`config.mk`:
```
export PLATFORM = sky130hd
export DESIGN_NAME = gbreak_classifier
export DESIGN_NICKNAME = d
export VERILOG_FILES = /design/src/rtl/gbk_pkg.sv /design/src/rtl/gbk_smoother.sv /design/src/rtl/gbk_integrator.sv /design/src/rtl/gbk_ctrl.sv /design/src/rtl/gbreak_classifier.sv
export SDC_FILE = /design/constraint.sdc
export NUM_CORES = 1
export LEC_CHECK = 0
export ABC_AREA = 0
export BUFFER_PORTS_ARGS = -buffer_cell sky130_fd_sc_hd__buf_2
export CORE_MARGIN = 2
export CORE_UTILIZATION = 55
export CTS_BUF_LIST = sky130_fd_sc_hd__clkbuf_8
export DETAILED_ROUTE_END_ITERATION = 12
export PLACE_DENSITY = 0.88
export SLEW_MARGIN = 20
export SYNTH_ARGS = -nofsm -noshare
export SYNTH_HDL_FRONTEND = slang
export SYNTH_HIERARCHICAL = 1
export SYNTH_SLANG_ARGS = --single-unit
```
`constraint.sdc`:
```
create_clock -name clk -period 7.9 [get_ports clk]
set_input_delay 1.58 -clock clk [delete_from_list [all_inputs] [get_ports clk]]
set_output_delay 1.58 -clock clk [all_outputs]
set_load 0.02 [all_outputs]
```
`src/rtl/gbk_pkg.sv`:
```
package gbk_pkg;

    localparam int ADC_W     = 10;
    localparam int MID_CODE  = 512;
    localparam int SMP_W     = ADC_W + 1;
    localparam int HP_W      = 16;
    localparam int ACC_W     = 16;
    localparam int OVF_W     = 12;
    localparam int CNT_W     = 16;
    localparam int Q_W       = 16;
    localparam int FRAC_W    = 2;
    localparam int AVG_TAPS  = 4;
    localparam int WIN_LEN   = 2336;
    localparam int HOLD_CYC  = 16;
    localparam int PEAK_LO   = 160;
    localparam int PEAK_HI   = 319;
    localparam int ZERO_LO   = 95;
    localparam int ZERO_HI   = 299;
    localparam int RATIO_LO  = 1;
    localparam int RATIO_HI  = 6;
    localparam int FRAC_MIN  = 3;

    typedef enum logic [1:0] {
        ST_IDLE = 2'd0,
        ST_RUN  = 2'd1,
        ST_WAIT = 2'd2,
        ST_HOLD = 2'd3
    } gbk_state_e;

    typedef struct packed {
        logic ratio_ok;
        logic peak_ok;
        logic zero_ok;
    } gbk_verdict_t;

    // remove the mid-scale offset from a converter code
    function automatic logic signed [SMP_W-1:0] center_code(input logic [ADC_W-1:0] code);
        logic [SMP_W-1:0] diff;
        diff = {1'b0, code} - SMP_W'(MID_CODE);
        return $signed(diff);
    endfunction

    function automatic logic count_in_range(input logic [CNT_W-1:0] v,
                                            input int lo, input int hi);
        return (v >= CNT_W'(lo)) && (v <= CNT_W'(hi));
    endfunction

    function automatic logic ratio_accept(input logic [Q_W-1:0] q,
                                          input logic [FRAC_W-1:0] frac,
                                          input logic dz);
        logic whole_ok;
        logic edge_ok;
        whole_ok = (q > Q_W'(RATIO_LO)) && (q <= Q_W'(RATIO_HI));
        edge_ok  = (q == Q_W'(RATIO_LO)) && (frac >= FRAC_W'(FRAC_MIN));
        return !dz && (whole_ok || edge_ok);
    endfunction

endpackage

```
`src/rtl/gbk_smoother.sv`:
```
module gbk_smoother
    import gbk_pkg::*;
#(
    parameter int S_W   = SMP_W,
    parameter int C_W   = CNT_W,
    parameter int TAPS  = AVG_TAPS
) (
    input  logic                  clk,
    input  logic                  rst,
    input  logic                  clr,
    input  logic                  en,
    input  logic signed [S_W-1:0] smp,
    output logic [C_W-1:0]        peak_cnt,
    output logic [C_W-1:0]        zero_cnt
);

    localparam int SH    = $clog2(TAPS);
    localparam int SUM_W = S_W + SH;

    logic signed [S_W-1:0]   hist [TAPS-1];
    logic signed [SUM_W-1:0] sum;
    logic signed [SUM_W-1:0] sum_sh;
    logic signed [S_W-1:0]   avg;
    logic signed [S_W-1:0]   avg_p1;
    logic signed [S_W-1:0]   avg_p2;
    logic                    peak_hit;
    logic                    zero_hit;

    // delay line of past samples
    genvar g;
    generate
        for (g = 0; g < TAPS - 1; g++) begin : g_tap
            always_ff @(posedge clk) begin
                if (rst || clr) begin
                    hist[g] <= '0;
                end else if (en) begin
                    if (g == 0) begin
                        hist[g] <= smp;
                    end else begin
                        hist[g] <= hist[(g == 0) ? 0 : g - 1];
                    end
                end
            end
        end
    endgenerate

    always_comb begin
        sum = {{SH{smp[S_W-1]}}, smp};
        for (int i = 0; i < TAPS - 1; i++) begin
            sum = sum + {{SH{hist[i][S_W-1]}}, hist[i]};
        end
        sum_sh   = sum >>> SH;
        avg      = sum_sh[S_W-1:0];
        peak_hit = (avg_p1 > avg) && (avg_p1 > avg_p2);
        zero_hit = avg_p1[S_W-1] ^ avg[S_W-1];
    end

    always_ff @(posedge clk) begin
        if (rst || clr) begin
            avg_p1   <= '0;
            avg_p2   <= '0;
            peak_cnt <= '0;
            zero_cnt <= '0;
        end else if (en) begin
            avg_p2   <= avg_p1;
            avg_p1   <= avg;
            peak_cnt <= peak_cnt + C_W'(peak_hit);
            zero_cnt <= zero_cnt + C_W'(zero_hit);
        end
    end

endmodule

```
`src/rtl/gbk_integrator.sv`:
```
module gbk_integrator
    import gbk_pkg::*;
#(
    parameter int IN_W = SMP_W,
    parameter int A_W  = ACC_W,
    parameter int O_W  = OVF_W
) (
    input  logic                   clk,
    input  logic                   rst,
    input  logic                   clr,
    input  logic                   en,
    input  logic signed [IN_W-1:0] din,
    output logic [A_W-1:0]         acc,
    output logic [O_W-1:0]         ovf
);

    logic [A_W:0] addend;
    logic [A_W:0] total;
    logic         take;

    always_comb begin
        addend           = '0;
        addend[IN_W-1:0] = din;
        take             = en && !din[IN_W-1];
        total            = {1'b0, acc} + addend;
    end

    always_ff @(posedge clk) begin
        if (rst || clr) begin
            acc <= '0;
            ovf <= '0;
        end else if (take) begin
            acc <= total[A_W-1:0];
            if (total[A_W]) begin
                ovf <= ovf + 1'b1;
            end
        end
    end

endmodule

```
`src/rtl/gbk_ctrl.sv`:
```
module gbk_ctrl
    import gbk_pkg::*;
#(
    parameter int N_SMP  = WIN_LEN,
    parameter int N_HOLD = HOLD_CYC,
    parameter int C_W    = CNT_W,
    parameter int P_LO   = PEAK_LO,
    parameter int P_HI   = PEAK_HI,
    parameter int Z_LO   = ZERO_LO,
    parameter int Z_HI   = ZERO_HI
) (
    input  logic              clk,
    input  logic              rst,
    input  logic              win_start,
    input  logic              smp_valid,
    input  logic              ratio_valid,
    input  logic [Q_W-1:0]    ratio_quot,
    input  logic [FRAC_W-1:0] ratio_qtr,
    input  logic              ratio_dz,
    input  logic [C_W-1:0]    peak_cnt,
    input  logic [C_W-1:0]    zero_cnt,
    output gbk_state_e        st,
    output logic              clr,
    output logic              acc_en,
    output logic              div_req,
    output logic              done,
    output logic              alarm
);

    localparam int SC_W = $clog2(N_SMP + 1);
    localparam int HC_W = $clog2(N_HOLD + 1);
    localparam logic [SC_W-1:0] SMP_LAST  = SC_W'(N_SMP - 1);
    localparam logic [HC_W-1:0] HOLD_LAST = HC_W'(N_HOLD - 1);

    logic [SC_W-1:0] smp_cnt;
    logic [HC_W-1:0] hold_cnt;
    gbk_verdict_t    verdict;
    logic            all_ok;

    always_comb begin
        verdict.ratio_ok = ratio_accept(ratio_quot, ratio_qtr, ratio_dz);
        verdict.peak_ok  = count_in_range(peak_cnt, P_LO, P_HI);
        verdict.zero_ok  = count_in_range(zero_cnt, Z_LO, Z_HI);
        all_ok           = verdict.ratio_ok && verdict.peak_ok && verdict.zero_ok;
        clr              = (st == ST_IDLE) && win_start;
        acc_en           = (st == ST_RUN) && smp_valid;
        alarm            = (st == ST_HOLD);
    end

    always_ff @(posedge clk) begin
        if (rst) begin
            st       <= ST_IDLE;
            smp_cnt  <= '0;
            hold_cnt <= '0;
            div_req  <= 1'b0;
            done     <= 1'b0;
        end else begin
            div_req <= 1'b0;
            done    <= 1'b0;
            case (st)
                ST_IDLE: begin
                    if (win_start) begin
                        st      <= ST_RUN;
                        smp_cnt <= '0;
                    end
                end
                ST_RUN: begin
                    if (smp_valid) begin
                        if (smp_cnt == SMP_LAST) begin
                            st      <= ST_WAIT;
                            div_req <= 1'b1;
                        end else begin
                            smp_cnt <= smp_cnt + 1'b1;
                        end
                    end
                end
                ST_WAIT: begin
                    if (ratio_valid) begin
                        done <= 1'b1;
                        if (all_ok) begin
                            st       <= ST_HOLD;
                            hold_cnt <= HOLD_LAST;
                        end else begin
                            st <= ST_IDLE;
                        end
                    end
                end
                ST_HOLD: begin
                    if (hold_cnt == '0) begin
                        st <= ST_IDLE;
                    end else begin
                        hold_cnt <= hold_cnt - 1'b1;
                    end
                end
                default: st <= ST_IDLE;
            endcase
        end
    end

endmodule

```
`src/rtl/gbreak_classifier.sv`:
```
module gbreak_classifier
    import gbk_pkg::*;
#(
    parameter int N_SMP  = WIN_LEN,
    parameter int N_HOLD = HOLD_CYC
) (
    input  logic                   clk,
    input  logic                   rst,
    input  logic                   win_start,
    input  logic                   smp_valid,
    input  logic [ADC_W-1:0]       smp_code,
    input  logic signed [HP_W-1:0] hp_data,
    input  logic                   ratio_valid,
    input  logic [Q_W-1:0]         ratio_quot,
    input  logic [FRAC_W-1:0]      ratio_qtr,
    input  logic                   ratio_dz,
    output logic                   div_req,
    output logic [ACC_W-1:0]       int_total,
    output logic [OVF_W-1:0]       ovf_total,
    output logic [ACC_W-1:0]       int_hp,
    output logic [OVF_W-1:0]       ovf_hp,
    output logic [CNT_W-1:0]       peak_cnt,
    output logic [CNT_W-1:0]       zero_cnt,
    output logic                   done,
    output logic                   led_on,
    output logic                   buzz_on
);

    gbk_state_e              st;
    logic                    clr;
    logic                    acc_en;
    logic                    alarm;
    logic signed [SMP_W-1:0] smp_s;

    assign smp_s = center_code(smp_code);

    gbk_ctrl #(
        .N_SMP  (N_SMP),
        .N_HOLD (N_HOLD),
        .C_W    (CNT_W),
        .P_LO   (PEAK_LO),
        .P_HI   (PEAK_HI),
        .Z_LO   (ZERO_LO),
        .Z_HI   (ZERO_HI)
    ) u_ctrl (
        .clk         (clk),
        .rst         (rst),
        .win_start   (win_start),
        .smp_valid   (smp_valid),
        .ratio_valid (ratio_valid),
        .ratio_quot  (ratio_quot),
        .ratio_qtr   (ratio_qtr),
        .ratio_dz    (ratio_dz),
        .peak_cnt    (peak_cnt),
        .zero_cnt    (zero_cnt),
        .st          (st),
        .clr         (clr),
        .acc_en      (acc_en),
        .div_req     (div_req),
        .done        (done),
        .alarm       (alarm)
    );

    gbk_smoother #(
        .S_W  (SMP_W),
        .C_W  (CNT_W),
        .TAPS (AVG_TAPS)
    ) u_smooth (
        .clk      (clk),
        .rst      (rst),
        .clr      (clr),
        .en       (acc_en),
        .smp      (smp_s),
        .peak_cnt (peak_cnt),
        .zero_cnt (zero_cnt)
    );

    gbk_integrator #(
        .IN_W (SMP_W),
        .A_W  (ACC_W),
        .O_W  (OVF_W)
    ) u_int_raw (
        .clk (clk),
        .rst (rst),
        .clr (clr),
        .en  (acc_en),
        .din (smp_s),
        .acc (int_total),
        .ovf (ovf_total)
    );

    gbk_integrator #(
        .IN_W (HP_W),
        .A_W  (ACC_W),
        .O_W  (OVF_W)
    ) u_int_hp (
        .clk (clk),
        .rst (rst),
        .clr (clr),
        .en  (acc_en),
        .din (hp_data),
        .acc (int_hp),
        .ovf (ovf_hp)
    );

    assign led_on  = alarm;
    assign buzz_on = alarm;

endmodule

```
==> qor.yml, run 1 <==
criticalPathCategory: "in -> reg"
dieArea_mm2: 0.0197
synth-warning-count: 6
finalMaxSlewViolations: 0
pre_cts_ws_ns: 1.40
finalSetupTns_ns: 0
path_cells: "buf_2 > inv_1 > fa_1 > fa_1 > inv_1 > ha_1 > and3_1 > a211oi_2 > nand4_1 > a31o_1 > a21oi_2 > xnor2_1 > ha_1 > nand4_1 > o2111ai_1 > o2111a_1 > ha_1 > nand4_1 > inv_1 > and3_1 > nand3_1 > xor2_1 > nor2_1"
slowest_stage: "fa_1"
yosysSeqAreaShare_pct: 35.3
period_share_pct: 77.3
synth_cells: 1148
startpoint_type: "primary input"
grt_pass1_vias: 8640
crit_required_ns: 8.22
tightest_slew_ns: 1.08
dr.pass1.iters: 5
ys.flop_type: "dfxtp_1"
cts.sinks: 164
io_buffers: 141
status: "finished, final reports clean"
htreeDepth: 4
overflow: 0
rsz0062_at_grt: "false"
hold_viol_final: 0
synthArstFlopShare_pct: 0
leakagePower_nw: 4.77
maxCapViolations: 0
avgSynthCellArea_um2: 8.91
clk_latency_ns: 0.46
fin_ws_ns: 1.79
grt_max_degree: 48
max_slew_margin_pct: 28.0
clock_path_buffers: 2
wirelength_mm: 23.9
final_common_cell: "buf_2"
initial_core_util_pct: 56.6
fmax_mhz: 164
grt_use_total_pct: 24.3
cts_buffers: 17
chipWidth_um: 140
min-delay-path-class: "reg -> reg"
area_growth_pct: 11.5
layout.nets: 1413
cts_tree: "built"
antenna_cells: 0
drive_gt1_share_pct: 18.3
fin_skew_ns: 0.0104
crit_path_max_incr_delay_ns: 0.54
syn_area_mm2: 0.0102
routed-via-count: 8976
final_cell_mix: "buf_2, dfxtp_1, nor2_1, inv_1, nand2_1"
critical_path_arrival_ns: 6.43
wl_per_cell_um: 15.8
timing.critical_path.buf_inv: 4
critPathTopFamily: "adder cells"
dr.first_iter.drc_count: 665
postCtsHoldBufs: 0
postCtsResizedCells: 0
gp_congestion: 0.964
synth_nets: 1291
postCtsSetupBuffers: 0
clk_pin_slew_ns: 0.09
antenna_found_initial: 0
synth_edf_count: 33
setup_violations: 0
yosys.cell_types.count: 88
grt_pass1_wl_mm: 40.1
top_level_ports: 142
fp.dieH_um: 140
vias_per_cell: 5.94
ys_ff_latch: 164
drc_errors: 0
dp_hpwl_mm: 17.3
min_period_ns: 6.11
ant_nets: 0
root_buffer: "clkbuf_8"
coreArea_mm2: 0.0181
worstSetupEndpointType: "flip-flop"
p_per_area_mw_per_mm2: 171
num_rows: 49
cp_max_fo: 6
irDropWorstVdd_mv: 0.106
-- flip-flops by register name (all words and copies together) (netlist names), 5 cells and up --
signal             count
u_int_raw/acc         16
u_int_hp/acc          16
u_int_hp/ovf          12
u_ctrl/smp_cnt        12
u_int_raw/ovf         12
u_smooth/peak_cnt     16
u_ctrl/hold_cnt        5
u_smooth/hist         33
u_smooth/avg_p1       11
u_smooth/avg_p2       11
u_smooth/zero_cnt     16
-- per-layer routing --
metal	global-route usage (%)	vias to the layer above	wire, µm
li1	-	4363	-
met1	30.3	4314	10300
met2	41.8	251	11900
met3	5.47	48	1210
met4	8.45	0	476
met5	0	-	0
-- logic make-up (layout without fill, tap and decap cells) --
kind of cell	after synthesis	count (layout)	share of synthesized area [%]
simple gates	420	420	21.0
buf+inv	144	279	5.77
xor+xnor	48	48	4.11
flops	164	164	35.3
compound gates	255	255	18.2
mux	24	24	2.37
fa+ha+maj	93	93	13.2
-- worst paths after layout --
kind | start | to | slack, ns | cells after the start
worst max register to register | u_smooth/hist[1][5] | u_smooth/peak_cnt[13] | 2.62 | 22
worst min-delay path | u_int_hp/acc[7] | u_int_hp/acc[7] | 0.47 | 2
worst max-delay path | smp_code[5] | u_smooth/peak_cnt[13] | 1.79 | 23
worst min register to register | u_int_hp/acc[7] | u_int_hp/acc[7] | 0.47 | 2
-- cells in the mapped netlist, types with 9 or more instances --
| master | number | area (µm²) |
|---|---|---|
| dfxtp_1 | 131 | 2620 |
| nor2_1 | 128 | 480 |
| inv_1 | 102 | 383 |
| nand2_1 | 96 | 360 |
| ha_1 | 68 | 851 |
| a21oi_1 | 60 | 300 |
| nand3_1 | 37 | 185 |
| edfxtp_1 | 33 | 991 |
| nand4_1 | 30 | 188 |
| o21ai_0 | 28 | 140 |
| fa_1 | 25 | 500 |
| xor2_1 | 25 | 219 |
| o21ai_1 | 23 | 115 |
| or3_1 | 23 | 144 |
| xnor2_1 | 23 | 201 |
| mux2i_1 | 22 | 220 |
| clkbuf_1 | 21 | 78.8 |
| nor3_1 | 18 | 90.1 |
| and3_1 | 16 | 100 |
| o21a_1 | 12 | 90.1 |
| a21o_1 | 11 | 82.6 |
| o211ai_1 | 11 | 82.6 |
| o31ai_1 | 11 | 82.6 |
| buf_2 | 10 | 50.1 |
| nor4_1 | 10 | 62.6 |
| a211oi_1 | 9 | 67.6 |
| nor2b_1 | 9 | 56.3 |
| or4_1 | 9 | 67.6 |
-- through the flow --
| step | instance area, µm² | hold slack, ns | power [mW] | cells | utilization [%] |
|---|---|---|---|---|---|
| final | 11400 | 0.473 | 1.95 | 1512 | 63.1 |
| after global routing | 11400 | 0.512 | 2.05 | 1512 | 63.1 |
| after CTS | 11400 | 0.476 | 1.96 | 1512 | 63.1 |
| after detailed placement | 11000 | 0.461 | 1.39 | 1480 | 61.1 |
| after global placement | 11000 | 0.452 | 1.36 | 1480 | 61.1 |
| after floorplan | 10200 | 0.446 | 1.27 | 1148 | - |
-- final cells by class --
type | count | area [µm²]
inverters | 102 | 383
clock buffers | 19 | 262
multi-input cells | 840 | 6030
clock inverters | 13 | 98.8
flip-flops and latches | 164 | 3610
fillers | 1458 | 6680
well taps | 229 | 287
repair buffers | 145 | 736
-- power by group --
part	internal (mW)	switching [mW]
sequential	0.874	0.0139
combinational	0.194	0.298
clock	0.239	0.330
-- tightest hold or removal path: stages (launching register included) --
cell and delay, ns:
dfxtp_1 0.33, nand2_1 0.05, a21oi_1 0.05
Note: power is estimated with default switching activity, not from simulation.
==> run 2, diff against run 1 <==
- clock period: 7.9 -> 6.3 ns (I/O delays scaled with it)
==> run 2 against run 1 <==
  * Largest power group unchanged
  * Register-to-register slack lost 1.5 ns
  * Largest cell class unchanged
  * Core utilization grew 0.14 points
  * Hold slack gained 0.0031 ns
  * Final cell count is essentially flat
==> qor.yml, run 2 (synthesized netlist as in run 1, its figures left out) <==
cts.sinks: 164
coreArea_mm2: 0.0181
dieArea_mm2: 0.0197
dr.pass1.iters: 6
finalSetupTns_ns: 0
largest_register_ffs: 33
timing.rr.start: "u_smooth/hist[1][5]"
area_growth_pct: 11.8
cp_max_fo: 6
min-delay-path-class: "reg -> reg"
vias_per_cell: 5.97
min_to: "u_int_hp/acc[3]"
maxCapViolations: 0
wirelength_mm: 23.9
max_slew_margin_pct: 30.2
htreeDepth: 4
rrSetupSlack_ns: 1.15
finish.utilization_pct: 63.2
tightest_slew_ns: 1.04
io_buffers: 141
drive_gt1_share_pct: 18.1
postCtsResizedCells: 0
final_cell_mix: "buf_2, dfxtp_1, nor2_1, inv_1, nand2_1"
grt_use_total_pct: 24.2
fillCellCount: 1445
root_buffer: "clkbuf_8"
p_per_area_mw_per_mm2: 215
placed_area_mm2: 0.0111
dp_hpwl_mm: 17.7
ant_nets: 0
stdcell_count: 1513
crit_required_ns: 6.61
slowest_stage: "fa_1"
postCtsHoldBufs: 0
top_level_ports: 142
crit_path_max_incr_delay_ns: 0.54
rsz0062_at_grt: "false"
startpoint_type: "primary input"
worstSetupEndpointType: "flip-flop"
final_area_mm2: 0.0114
layout.nets: 1415
dp.cells: 1482
routed-via-count: 9029
period_share_pct: 91.1
fin_skew_ns: 0.0105
num_rows: 49
multi_input_area_mm2: 0.00603
rr_worst_depth: 22
path_cells: "buf_2 > inv_1 > fa_1 > inv_1 > fa_1 > nand2_1 > nor2_1 > fa_1 > a211oi_2 > o21bai_1 > a21oi_1 > xor2_1 > ha_1 > nand4_1 > a21oi_1 > a2111oi_0 > o2111ai_1 > o2111a_1 > ha_1 > ha_1 > and3_1 > and4_1 > xnor2_1 > nor2_1"
final_common_cell: "buf_2"
cts_buffers: 17
irDropWorstVdd_mv: 0.137
min_period_ns: 5.74
antenna_found_initial: 0
antenna_cells: 0
r2r-end: "u_smooth/peak_cnt[6]"
top_register: "u_smooth/hist"
clock_path_buffers: 2
clk_latency_ns: 0.45
postCtsSetupBuffers: 0
wl_per_cell_um: 15.8
criticalPathCategory: "in -> reg"
hold_ws_ns: 0.476
grt_max_degree: 48
critPathTopFamily: "adder cells"
critical_path_depth: 24
seq_area_mm2: 0.00361
grt_pass1_wl_mm: 39.9
critical_path_arrival_ns: 6.05
status: "finished, final reports clean"
dr.first_iter.drc_count: 611
drc_errors: 0
grt_pass1_vias: 8700
setup_violations: 0
hold_viol_final: 0
overflow: 0
fp.dieH_um: 140
clk_pin_slew_ns: 0.09
timing.critical_path.buf_inv: 3
initial_core_util_pct: 56.6
chipWidth_um: 140
gp_congestion: 0.954
min_from: "u_int_hp/acc[3]"
finalMaxSlewViolations: 0
fmax_mhz: 174
min_path_cells: 2
leakagePower_nw: 4.79
cts_tree: "built"
## run 2: cell count changes in the layout (fill, tap and decap cells not counted), sizes merged
cell | before | now
clkinvlp | 1 | 3
bufinv | 0 | 2
clkinv | 7 | 3
clkbuf | 19 | 18
buf | 145 | 147
## run 2: worst reg2reg max path: cells and delay by family (launching register included)
kind	cells	cell delay, ns
flip-flops	1	0.38
AO/OA/AOI/OAI	5	1.01
buffers and inverters	2	0.16
XOR/XNOR	2	0.22
AND/OR/NAND/NOR	7	1.14
adder cells (fa/ha/maj)	6	2.10
## run 2: routing by layer
metal	vias up	routed length, µm	global-route usage, %
met4	0	540	9.84
met3	49	1450	5.26
met1	4317	9870	29.1
met2	293	12000	42.3
met5	-	0	0
li1	4370	-	-
## run 2: how the worst max path moves through the flow
stage	start	to	slack, ns
global placement	smp_code[1]	u_smooth/peak_cnt[6]	0.23
detailed placement	smp_code[1]	u_smooth/peak_cnt[6]	0.13
global route	smp_code[1]	u_smooth/peak_cnt[6]	0.24
floorplan	smp_code[1]	u_smooth/peak_cnt[6]	0.57
finish	smp_code[1]	u_smooth/peak_cnt[6]	0.56
CTS	smp_code[1]	u_smooth/peak_cnt[6]	0.61
## run 2: report_power, final
part | total, mW | internal (mW) | switching [mW]
clock network | 0.737 | 0.353 | 0.384
registers | 1.11 | 1.10 | 0.0172
logic | 0.611 | 0.243 | 0.368
total | 2.46 | 1.69 | 0.769
## run 2: through the flow
| step | total power, mW | setup slack [ns] |
|---|---|---|
| detailed placement | 1.74 | 0.129 |
| finish | 2.46 | 0.563 |
| global placement | 1.71 | 0.229 |
| CTS | 2.47 | 0.605 |
| global route | 2.60 | 0.243 |
| floorplan | 1.60 | 0.571 |
## run 2: layout make-up
class / count / share of cell area, %
inverter: 102 / 3.35
multi-input combinational: 840 / 52.8
clock inverter: 13 / 1.05
timing repair buffer: 147 / 6.57
sequential: 164 / 31.6
clock buffer: 18 / 2.17
tap: 229 / 2.51
==> run 3, diff against run 2 <==
- clock period: 6.3 -> 6.8 ns (I/O delays scaled with it)
==> run 3 against run 2 <==
  * Clock skew is 0.0024 ns higher
  * Core utilization fell by 0.16 points
  * Combinational power decreased by 7.5%
  * Wire length is 1.0% lower
  * Count of clock-buffer cells in the layout fell by 1
  * First-iteration DRC count is 24% higher
  * Critical path depth stayed put
  * Critical path type unchanged
  * Highest routed layer unchanged
==> qor.yml, run 3 (synthesized netlist as in run 1, its figures left out) <==
status: "finished, final reports clean"
num_rows: 49
overflow: 0
fin_skew_ns: 0.0129
finalSetupTns_ns: 0
setup_violations: 0
rr_worst_depth: 22
top_level_ports: 142
initial_core_util_pct: 56.6
drive_gt1_share_pct: 17.9
vias_per_cell: 5.86
root_buffer: "clkbuf_8"
p_int_mw: 1.56
cp_max_fo: 6
min_period_ns: 5.94
drc_errors: 0
fin_ws_ns: 0.863
routed-via-count: 8851
grt_max_degree: 48
layout.nets: 1413
min_from: "u_int_hp/ovf[11]"
fillCellCount: 1464
switching_power_mw: 0.717
crit_required_ns: 7.12
startpoint_type: "primary input"
cts_buffers: 17
path_cells: "buf_2 > inv_1 > fa_1 > inv_1 > fa_1 > nand2_1 > nor2_1 > fa_1 > a211oi_2 > o211ai_1 > a41oi_1 > xor2_1 > ha_1 > nand4_1 > o31ai_1 > nor2_1 > o2111a_1 > ha_1 > nand4_1 > inv_1 > and3_1 > nand3_1 > xor2_1 > nor2_1"
rsz0062_at_grt: "false"
tightest_slew_ns: 1.09
dp_hpwl_mm: 17.3
leakagePower_nw: 4.78
p_per_area_mw_per_mm2: 199
p_comb_share_pct: 24.9
clk_latency_ns: 0.47
postCtsResizedCells: 0
fmax_mhz: 168
critical_path_arrival_ns: 6.25
maxCapViolations: 0
clock_path_buffers: 2
min_path_cells: 2
ant_nets: 0
wirelength_mm: 23.7
io_buffers: 141
sequentialPowerShare_pct: 45.4
fp.dieH_um: 140
dieArea_mm2: 0.0197
pre_cts_ws_ns: 0.508
setup.worst_path.start: "smp_code[1]"
area_growth_pct: 11.5
max_slew_margin_pct: 27.0
finalMaxSlewViolations: 0
gp_congestion: 0.964
criticalPathCategory: "in -> reg"
htreeDepth: 4
min-delay-path-class: "reg -> reg"
pwr-share-clk_pct: 29.7
hold_viol_final: 0
timing.rr.start: "u_smooth/hist[1][5]"
swShare_pct: 31.6
final_cell_mix: "buf_2, dfxtp_1, nor2_1, inv_1, nand2_1"
wl_per_cell_um: 15.7
antenna_found_initial: 0
dr.first_iter.drc_count: 755
coreArea_mm2: 0.0181
antenna_cells: 0
top_register: "u_smooth/hist"
irDropWorstVdd_mv: 0.142
slowest_stage: "fa_1"
crit_path_max_incr_delay_ns: 0.53
postCtsSetupBuffers: 0
worstSetupEndpointType: "flip-flop"
postCtsHoldBufs: 0
final_common_cell: "buf_2"
grt_use_total_pct: 24.2
grt_pass1_vias: 8611
cts.sinks: 164
chipWidth_um: 140
period_share_pct: 87.3
dr.pass1.iters: 6
cts_tree: "built"
largest_register_ffs: 33
clk_pin_slew_ns: 0.09
grt_pass1_wl_mm: 39.8
[run 3: cell count changes in the layout (fill, tap and decap cells not counted), sizes merged]
cell      delta
clkinv       +3
clkinvlp     -3
buf          -2
clkbuf       -1
[run 3: power groups by stage]
stage | logic [mW] | registers [mW] | clock network, mW
floorplan | 0.426 | 1.05 | 0
global placement | 0.532 | 1.05 | 0
detailed placement | 0.554 | 1.05 | 0
CTS | 0.562 | 1.03 | 0.690
global route | 0.634 | 1.04 | 0.725
finish | 0.565 | 1.03 | 0.676
[run 3: path summary, 6_finish.rpt]
path | end | slack, ns
worst max-delay path | u_smooth/peak_cnt[13] | 0.86
worst min register to register | u_int_hp/ovf[11] | 0.47
worst max register to register | u_smooth/peak_cnt[13] | 1.53
worst min-delay path | u_int_hp/ovf[11] | 0.47
[run 3: area by class of cell]
| cell class | count | area (µm²) | share of cell area [%] |
|---|---|---|---|
| tap | 229 | 287 | 2.51 |
| inverter | 102 | 383 | 3.36 |
| timing repair buffer | 145 | 736 | 6.45 |
| sequential | 164 | 3610 | 31.7 |
| clock buffer | 17 | 234 | 2.05 |
| multi-input combinational | 840 | 6030 | 52.9 |
| clock inverter | 13 | 123 | 1.08 |
[run 3: critical path, delay by kind of cell]
family | cells | cell delay, ns
AND/OR/NAND/NOR | 8 | 1.08
adder cells (fa/ha/maj) | 5 | 1.88
buffers and inverters | 4 | 0.41
AO/OA/AOI/OAI | 5 | 1.07
XOR/XNOR | 2 | 0.44
[run 3: layer usage]
metal	track usage, %	share of wire [%]	up-vias
li1	-	-	4365
met1	29.6	43	4216
met2	42.0	50	226
met3	5.61	5.3	44
met4	8.72	1.7	0
met5	0	0	-
[run 3: metrics by stage]
| stage | hold slack [ns] | cell area (µm²) | utilization, % | power [mW] | instances |
|---|---|---|---|---|---|
| after global placement | 0.451 | 11000 | 61.1 | 1.59 | 1480 |
| after floorplan | 0.446 | 10200 | - | 1.48 | 1148 |
| final | 0.472 | 11400 | 63.1 | 2.27 | 1510 |
| after detailed placement | 0.459 | 11000 | 61.1 | 1.61 | 1480 |
| after global routing | 0.506 | 11400 | 63.1 | 2.39 | 1510 |
| after CTS | 0.474 | 11400 | 63.0 | 2.28 | 1510 |
